--- config.mk ---
export PLATFORM = sky130hd
export DESIGN_NAME = lp_power_ctrl
export DESIGN_NICKNAME = d
export VERILOG_FILES = /design/src/rtl/lp_pkg.sv /design/src/rtl/lp_datapath.sv /design/src/rtl/lp_control.sv /design/src/rtl/lp_power_ctrl.sv
export SDC_FILE = /design/constraint.sdc
export NUM_CORES = 1
export LEC_CHECK = 0
export BUFFER_PORTS_ARGS = -buffer_cell sky130_fd_sc_hd__buf_2
export CAP_MARGIN = 20
export CORE_MARGIN = 2
export CORE_UTILIZATION = 40
export CTS_CLUSTER_SIZE = 28
export DETAILED_ROUTE_END_ITERATION = 10
export PLACE_DENSITY = 0.68
export SETUP_SLACK_MARGIN = 0.1
export SLEW_MARGIN = 20
export SYNTH_ARGS = -nofsm -noshare
export SYNTH_HDL_FRONTEND = slang
export SYNTH_SLANG_ARGS = --single-unit
--- constraint.sdc ---
create_clock -name clk -period 1.6 [get_ports clk]
set_input_delay 0.08 -clock clk [delete_from_list [all_inputs] [get_ports clk]]
set_output_delay 0.08 -clock clk [all_outputs]
set_load 0.1 [all_outputs]
--- src/rtl/lp_pkg.sv ---
package lp_pkg;

  typedef enum logic [2:0] {
    ST_RUN   = 3'd0,
    ST_IDLE  = 3'd1,
    ST_PDOWN = 3'd2,
    ST_WIN   = 3'd3,
    ST_RST   = 3'd4,
    ST_PDRST = 3'd5,
    ST_STAB  = 3'd6
  } lpState_t;

  // strobes from control to the countdown datapath
  typedef struct packed {
    logic loadWin;
    logic loadStab;
  } cntCtl_t;

  localparam logic [1:0] MODE_RUN  = 2'b00;
  localparam logic [1:0] MODE_IDLE = 2'b01;
  localparam logic [1:0] MODE_PD   = 2'b10;

endpackage

--- src/rtl/lp_datapath.sv ---
module lp_datapath #(
  parameter int NUM_IRQ     = 5,
  parameter int WIN_LEN     = 24,
  parameter int STAB_CYCLES = 64
) (
  input  logic               clk,
  input  lp_pkg::cntCtl_t    ctl,
  input  logic [NUM_IRQ-1:0] irqPend,
  input  logic [NUM_IRQ-1:0] irqEn,
  output logic               wakeHit,
  output logic               cntDone
);
  localparam int MAXC  = (WIN_LEN > STAB_CYCLES) ? WIN_LEN : STAB_CYCLES;
  localparam int CNT_W = (MAXC < 2) ? 1 : $clog2(MAXC);

  logic [CNT_W-1:0] cnt;

  always_ff @(posedge clk) begin
    if (ctl.loadWin)       cnt <= CNT_W'(WIN_LEN - 1);
    else if (ctl.loadStab) cnt <= CNT_W'(STAB_CYCLES - 1);
    else if (cnt != '0)    cnt <= cnt - 1'b1;
  end

  assign cntDone = (cnt == '0);
  assign wakeHit = |(irqPend & irqEn);

endmodule

--- src/rtl/lp_control.sv ---
module lp_control (
  input  logic            clk,
  input  logic            hwReset,
  input  logic            idleReq,
  input  logic            pdReq,
  input  logic            wakeHit,
  input  logic            cntDone,
  output lp_pkg::cntCtl_t ctl,
  output logic            cpuClkEn,
  output logic            periphClkEn,
  output logic            oscEn,
  output logic            sfrInit,
  output logic            ramInhibit,
  output logic [1:0]      modeStat
);
  import lp_pkg::*;

  lpState_t state, nxt;

  always_comb begin
    nxt = state;
    ctl = '0;
    unique case (state)
      ST_RUN: begin
        if (hwReset)      nxt = ST_RST;
        else if (pdReq)   nxt = ST_PDOWN;
        else if (idleReq) nxt = ST_IDLE;
      end
      ST_IDLE: begin
        if (hwReset) begin
          nxt = ST_WIN;
          ctl.loadWin = 1'b1;
        end else if (wakeHit) nxt = ST_RUN;
      end
      ST_PDOWN: if (hwReset) nxt = ST_PDRST;
      ST_WIN:   if (cntDone) nxt = ST_RST;
      ST_RST:   if (!hwReset) nxt = ST_RUN;
      ST_PDRST: begin
        if (!hwReset) begin
          nxt = ST_STAB;
          ctl.loadStab = 1'b1;
        end
      end
      ST_STAB: begin
        if (hwReset)      nxt = ST_PDRST;
        else if (cntDone) nxt = ST_RUN;
      end
      default: nxt = hwReset ? ST_RST : ST_RUN;
    endcase
  end

  always_ff @(posedge clk) state <= nxt;

  always_comb begin
    cpuClkEn    = 1'b0;
    periphClkEn = 1'b1;
    oscEn       = 1'b1;
    sfrInit     = 1'b0;
    ramInhibit  = 1'b0;
    modeStat    = MODE_RUN;
    unique case (state)
      ST_RUN:   cpuClkEn = 1'b1;
      ST_IDLE:  modeStat = MODE_IDLE;
      ST_PDOWN: begin
        periphClkEn = 1'b0;
        oscEn       = 1'b0;
        modeStat    = MODE_PD;
      end
      ST_WIN: begin
        cpuClkEn   = 1'b1;
        ramInhibit = 1'b1;
      end
      ST_RST, ST_PDRST: sfrInit = 1'b1;
      ST_STAB:  periphClkEn = 1'b0;
      default:  sfrInit = 1'b1;
    endcase
  end

endmodule

--- src/rtl/lp_power_ctrl.sv ---
module lp_power_ctrl #(
  parameter int NUM_IRQ     = 5,
  parameter int CYC_PER_MC  = 12,
  parameter int WIN_MC      = 2,
  parameter int STAB_CYCLES = 64
) (
  input  logic               clk,
  input  logic               hwReset,
  input  logic               idleReq,
  input  logic               pdReq,
  input  logic [NUM_IRQ-1:0] irqPend,
  input  logic [NUM_IRQ-1:0] irqEn,
  output logic               cpuClkEn,
  output logic               periphClkEn,
  output logic               oscEn,
  output logic               sfrInit,
  output logic               ramInhibit,
  output logic [1:0]         modeStat
);
  localparam int WIN_LEN = CYC_PER_MC * WIN_MC;

  lp_pkg::cntCtl_t ctl;
  logic wakeHit, cntDone;

  lp_control ctrl_i (
    .clk(clk), .hwReset(hwReset), .idleReq(idleReq), .pdReq(pdReq),
    .wakeHit(wakeHit), .cntDone(cntDone), .ctl(ctl),
    .cpuClkEn(cpuClkEn), .periphClkEn(periphClkEn), .oscEn(oscEn),
    .sfrInit(sfrInit), .ramInhibit(ramInhibit), .modeStat(modeStat)
  );

  lp_datapath #(
    .NUM_IRQ(NUM_IRQ), .WIN_LEN(WIN_LEN), .STAB_CYCLES(STAB_CYCLES)
  ) dp_i (
    .clk(clk), .ctl(ctl), .irqPend(irqPend), .irqEn(irqEn),
    .wakeHit(wakeHit), .cntDone(cntDone)
  );

endmodule

Word level (Yosys, flattened, before mapping)
Cells that the tools add are included.

word-level totals
  register bits = 9
  input port bits = 14
  output and inout port bits = 7
  logic and storage cells = 53

cells by class
  $add $sub $neg = 1
  equality and inequality tests = 13
  multiplexer cells = 25
  bitwise logic cells = 1
  reductions and logical operators = 10

operators with widths
  kind                                                  count
  two-way mux 3 bit                                     12
  one-hot mux 3 bit (7 select lines)                    1
  two-way mux 6 bit                                     2
  OR reduction 5 bit                                    2
  equality test 3 bit (second input constant)           3
  two-way mux 1 bit                                     9
  != test 2 bit (second input constant)                 4
  AND reduction 7 bit                                   1
  equality test 3 x 2 -> 1 bit (second input constant)  2
  zero test 6 bit                                       1
  nonzero test 6 bit                                    1
  OR reduction 2 bit                                    3
  subtractor 6 x 1 -> 6 bit (second input constant)     1
  AND 5 bit                                             1
  != test 4 bit (second input constant)                 1
  one-hot mux 2 bit (2 select lines)                    1
  equality test 3 x 1 -> 1 bit (second input constant)  1
  zero test 3 bit                                       1
  != test 3 x 2 -> 1 bit (second input constant)        1
  != test 3 bit (second input constant)                 1
  nonzero test 2 bit                                    1

Logic depth before layout (Yosys ltp)
  word-level depth = 5
  mapped depth = 6

By module
Synthesis repeated with hierarchy kept, for this count alone.

unflattened totals
  cells, all modules = 71
  area total of the unflattened synthesis = 624.3 µm²

modules (own cells, without submodules)
  module       instances  cells an instance  area each (µm²)  seq. area each (µm²)
  lp_datapath  1          35                 330.3            120.1
  lp_control   1          36                 294.0            90.1

Worst setup path after synthesis
OpenSTA, ideal clock, no wires.

  path kind = register -> output
  from = reg ctrl_i.state[0]
  to = out modeStat[1]
  data arrival time = 2.622 ns
  required time = 1.520 ns
  setup slack = -1.102 ns
  stages on the path, launching flop included = 5
  buffers on the path = 1
  cell sequence = edfxtp_1 -> buf_6 -> nand2b_1 -> or2_1 -> inv_2

on the way
  cells in the longest elaborated chain, start to end = 2

ends and longest elaborated chain
  element                                                                       line                 RTL
  from (decl)                                                                   lp_control.sv:18     lpState_t state, nxt;
  from (signal assigned)                                                        lp_control.sv:52     always_ff @(posedge clk) state <= nxt;
  equality test 3 x 2 -> 1 bit or equality test 3 x 1 -> 1 bit (tied branches)  lp_control.sv:61     unique case (state)
  one-hot mux 2 bit (2 select lines) (*)                                        lp_control.sv:61
  to (decl)                                                                     lp_power_ctrl.sv:18  output logic [1:0] modeStat

Every way passes the cells marked *; elsewhere a longest branch is shown, timed or not.

Worst setup path after layout
  from = reg ctrl_i.state[2]
  to = out modeStat[1]

The elaborated chain is that of the path after synthesis.

==> reports/results.tsv <==
metric	value	unit
place_ws	0.0732	ns
via_count	644	
finClkSkew	0.0120	ns
min_path_type	input pin to flop	
portBuffers	20	
grt_max_degree	10	
hold_violations	0	
rsz0062_at_grt	yes	
cp_max_fo	6	
placed_cell_area	922	sq um
synthCells	69	
synth-async-reset-ratio	0	%
clock_latency	0.28	ns
fin_nets	118	
timing.final.crit_period	1.53	ns
postCtsHoldBufs	0	
grt_first_pass_wirelength	2730	microns
clock-sinks	9	
grtUsageTotal	19.4	%
cts_buffer_depth	2	
worstSetupPathType	flop to output pin	
syn-num-nets	84	
antennaDiodeCount	0	
routabilityCongestion	0.832	
pin_count	21	
grt_antenna_before_repair	0	
drtIter0Drc	11	
layout-drive-gt1-share	61.8	%
status	complete, no violations	
endpoint_kind	output pin	
post-route-drc-count	0	
yosysUniqueCellTypes	40	
row_count	14	
cp.arrival	1.45	ns
ys_warn_count	0	
setup-tns-final	0	ns
required	1.52	ns
fillCellCount	103	
synth_seq_cells	9	
cts_buffers	3	
vias_per_cell	5.46	
syn_to_final_growth	68.8	%
finish.instance_area	1080	sq um
fin_crit_sh	95.8	%
setup_ws	0.0671	ns
drv_slew	0	
clockRootBuffer	clkbuf_4	
grt-ovfl-total	0	
ant_nets	0	
grt_pass1_vias	618	
cts_tree	yes	
htree_levels	1	
cap_violations	0	
initial_core_util	42.6	%
dpl.hpwl	1140	microns
finalSetupViolCount	0	
fp.coreArea	1510	sq um
start_kind	flop	
wirelength	1890	microns
worst_pin_slew	0.483	ns
synth_flop_cell	dfxtp_1	
die_area	1940	sq um
syn_area_per_cell	9.30	sq um
clk_pin_slew	0.07	ns
die_w	44.1	microns
syn-cell-area	642	sq um
die_h	44.1	microns
wl_per_cell	16.0	microns
dr.pass1.iters	4	
slew_headroom	68.0	%
synth-edff-count	3	
ys_seq_area_share	32.7	%
fmax	0.652	GHz
-- final timing paths --
check                                               start                        end  slack (ns)  cells past startpoint
worst max register to register  ctrl_i.state[0]$_DFFE_PP_  ctrl_i.state[2]$_DFFE_PP_        0.12                      5
worst min-delay path                              hwReset   dp_i.cnt[5]$_SDFFE_PP0P_        0.27                      4
worst min register to register   dp_i.cnt[0]$_SDFFE_PP1P_   dp_i.cnt[0]$_SDFFE_PP1P_        0.55                      3
worst max-delay path            ctrl_i.state[2]$_DFFE_PP_                modeStat[1]        0.07                      4
-- area by class of cell --
| cell class | count | area (sq um) | share of cell area (%) |
|---|---|---|---|
| tap | 16 | 20.0 | 1.85 |
| sequential | 9 | 210 | 19.4 |
| multi-input combinational | 53 | 513 | 47.3 |
| timing repair buffer | 32 | 292 | 26.9 |
| clock buffer | 4 | 26.3 | 2.42 |
| inverter | 4 | 22.5 | 2.08 |
-- metal layers --
metal  global-route usage, %  share of wire, %  vias up
li1                        -                 -      318
met1                    23.6                40      307
met2                    33.8                55       16
met3                    4.90               3.8        3
met4                    5.45               1.1        0
met5                       0                 0        -
-- sequential cells by signal, indices dropped and copies added (netlist names) --
register and cells:
dp_i.cnt 6, ctrl_i.state 3
-- cells in the final DEF (no fill, tap or decap), types with 2 or more instances in the layout --
cell      count
buf_6         3
inv_2         2
nor2_1        3
nor2b_1       2
o21ai_0       2
o21ai_1       2
edfxtp_1      3
xnor2_1       2
or4b_1        2
buf_2        14
clkbuf_4      3
dfxtp_1       6
a22oi_1       2
nor2_4        2
nand2b_4      4
buf_4         9
nand2_1       5
buf_12        6
-- critical path: stages, from the launching register on --
cell      delay (ns)
edfxtp_1        0.47
buf_4           0.21
or2_4           0.29
inv_8           0.06
buf_12          0.16
-- synthesized netlist by cell type (2+ instances only) --
| library cell | instances | area (sq um) |
|---|---|---|
| edfxtp_1 | 3 | 90.1 |
| nor2b_1 | 2 | 12.5 |
| xnor2_1 | 2 | 17.5 |
| or4b_1 | 2 | 20.0 |
| o21ai_1 | 2 | 10.0 |
| nand2b_4 | 2 | 27.5 |
| dfxtp_1 | 6 | 120 |
| inv_1 | 3 | 11.3 |
| o21ai_0 | 3 | 15.0 |
| nand2b_1 | 3 | 18.8 |
| nor2_1 | 6 | 22.5 |
| a22oi_1 | 2 | 15.0 |
| or2_1 | 2 | 12.5 |
| nand2_1 | 5 | 18.8 |
-- through the flow --
step / hold slack (ns) / util [%] / std cells
floorplan: 0.390 / - / 69
global placement: 0.535 / 61.2 / 107
detailed placement: 0.532 / 61.2 / 107
CTS: 0.281 / 66.6 / 115
global route: 0.299 / 71.9 / 118
finish: 0.272 / 71.9 / 118
-- what timing repair did --
| action | CTS | global route |
|---|---|---|
| resized for setup | 8 | 9 |
| setup endpoints to repair | 6 | 8 |
| pin swaps | 3 | 5 |
| setup buffers | 4 | 3 |
| cloned | 0 | 0 |
-- cells by family (layout without fill, tap and decap cells) --
group | after synthesis | count (layout) | share of synthesized area (%)
AOI/OAI and AO/OA | 17 | 17 | 20.1
xor gates and xnor gates | 2 | 2 | 2.73
adders and majority gates | 1 | 1 | 1.95
buffers and inverters | 7 | 40 | 5.46
DFF | 9 | 9 | 32.7
muxes | 2 | 2 | 3.90
and+or+nand+nor | 31 | 31 | 33.1
Power is left out: the tool's default activity adds up to more than one toggle a clock period on the data nets, which glitch-free logic cannot reach.
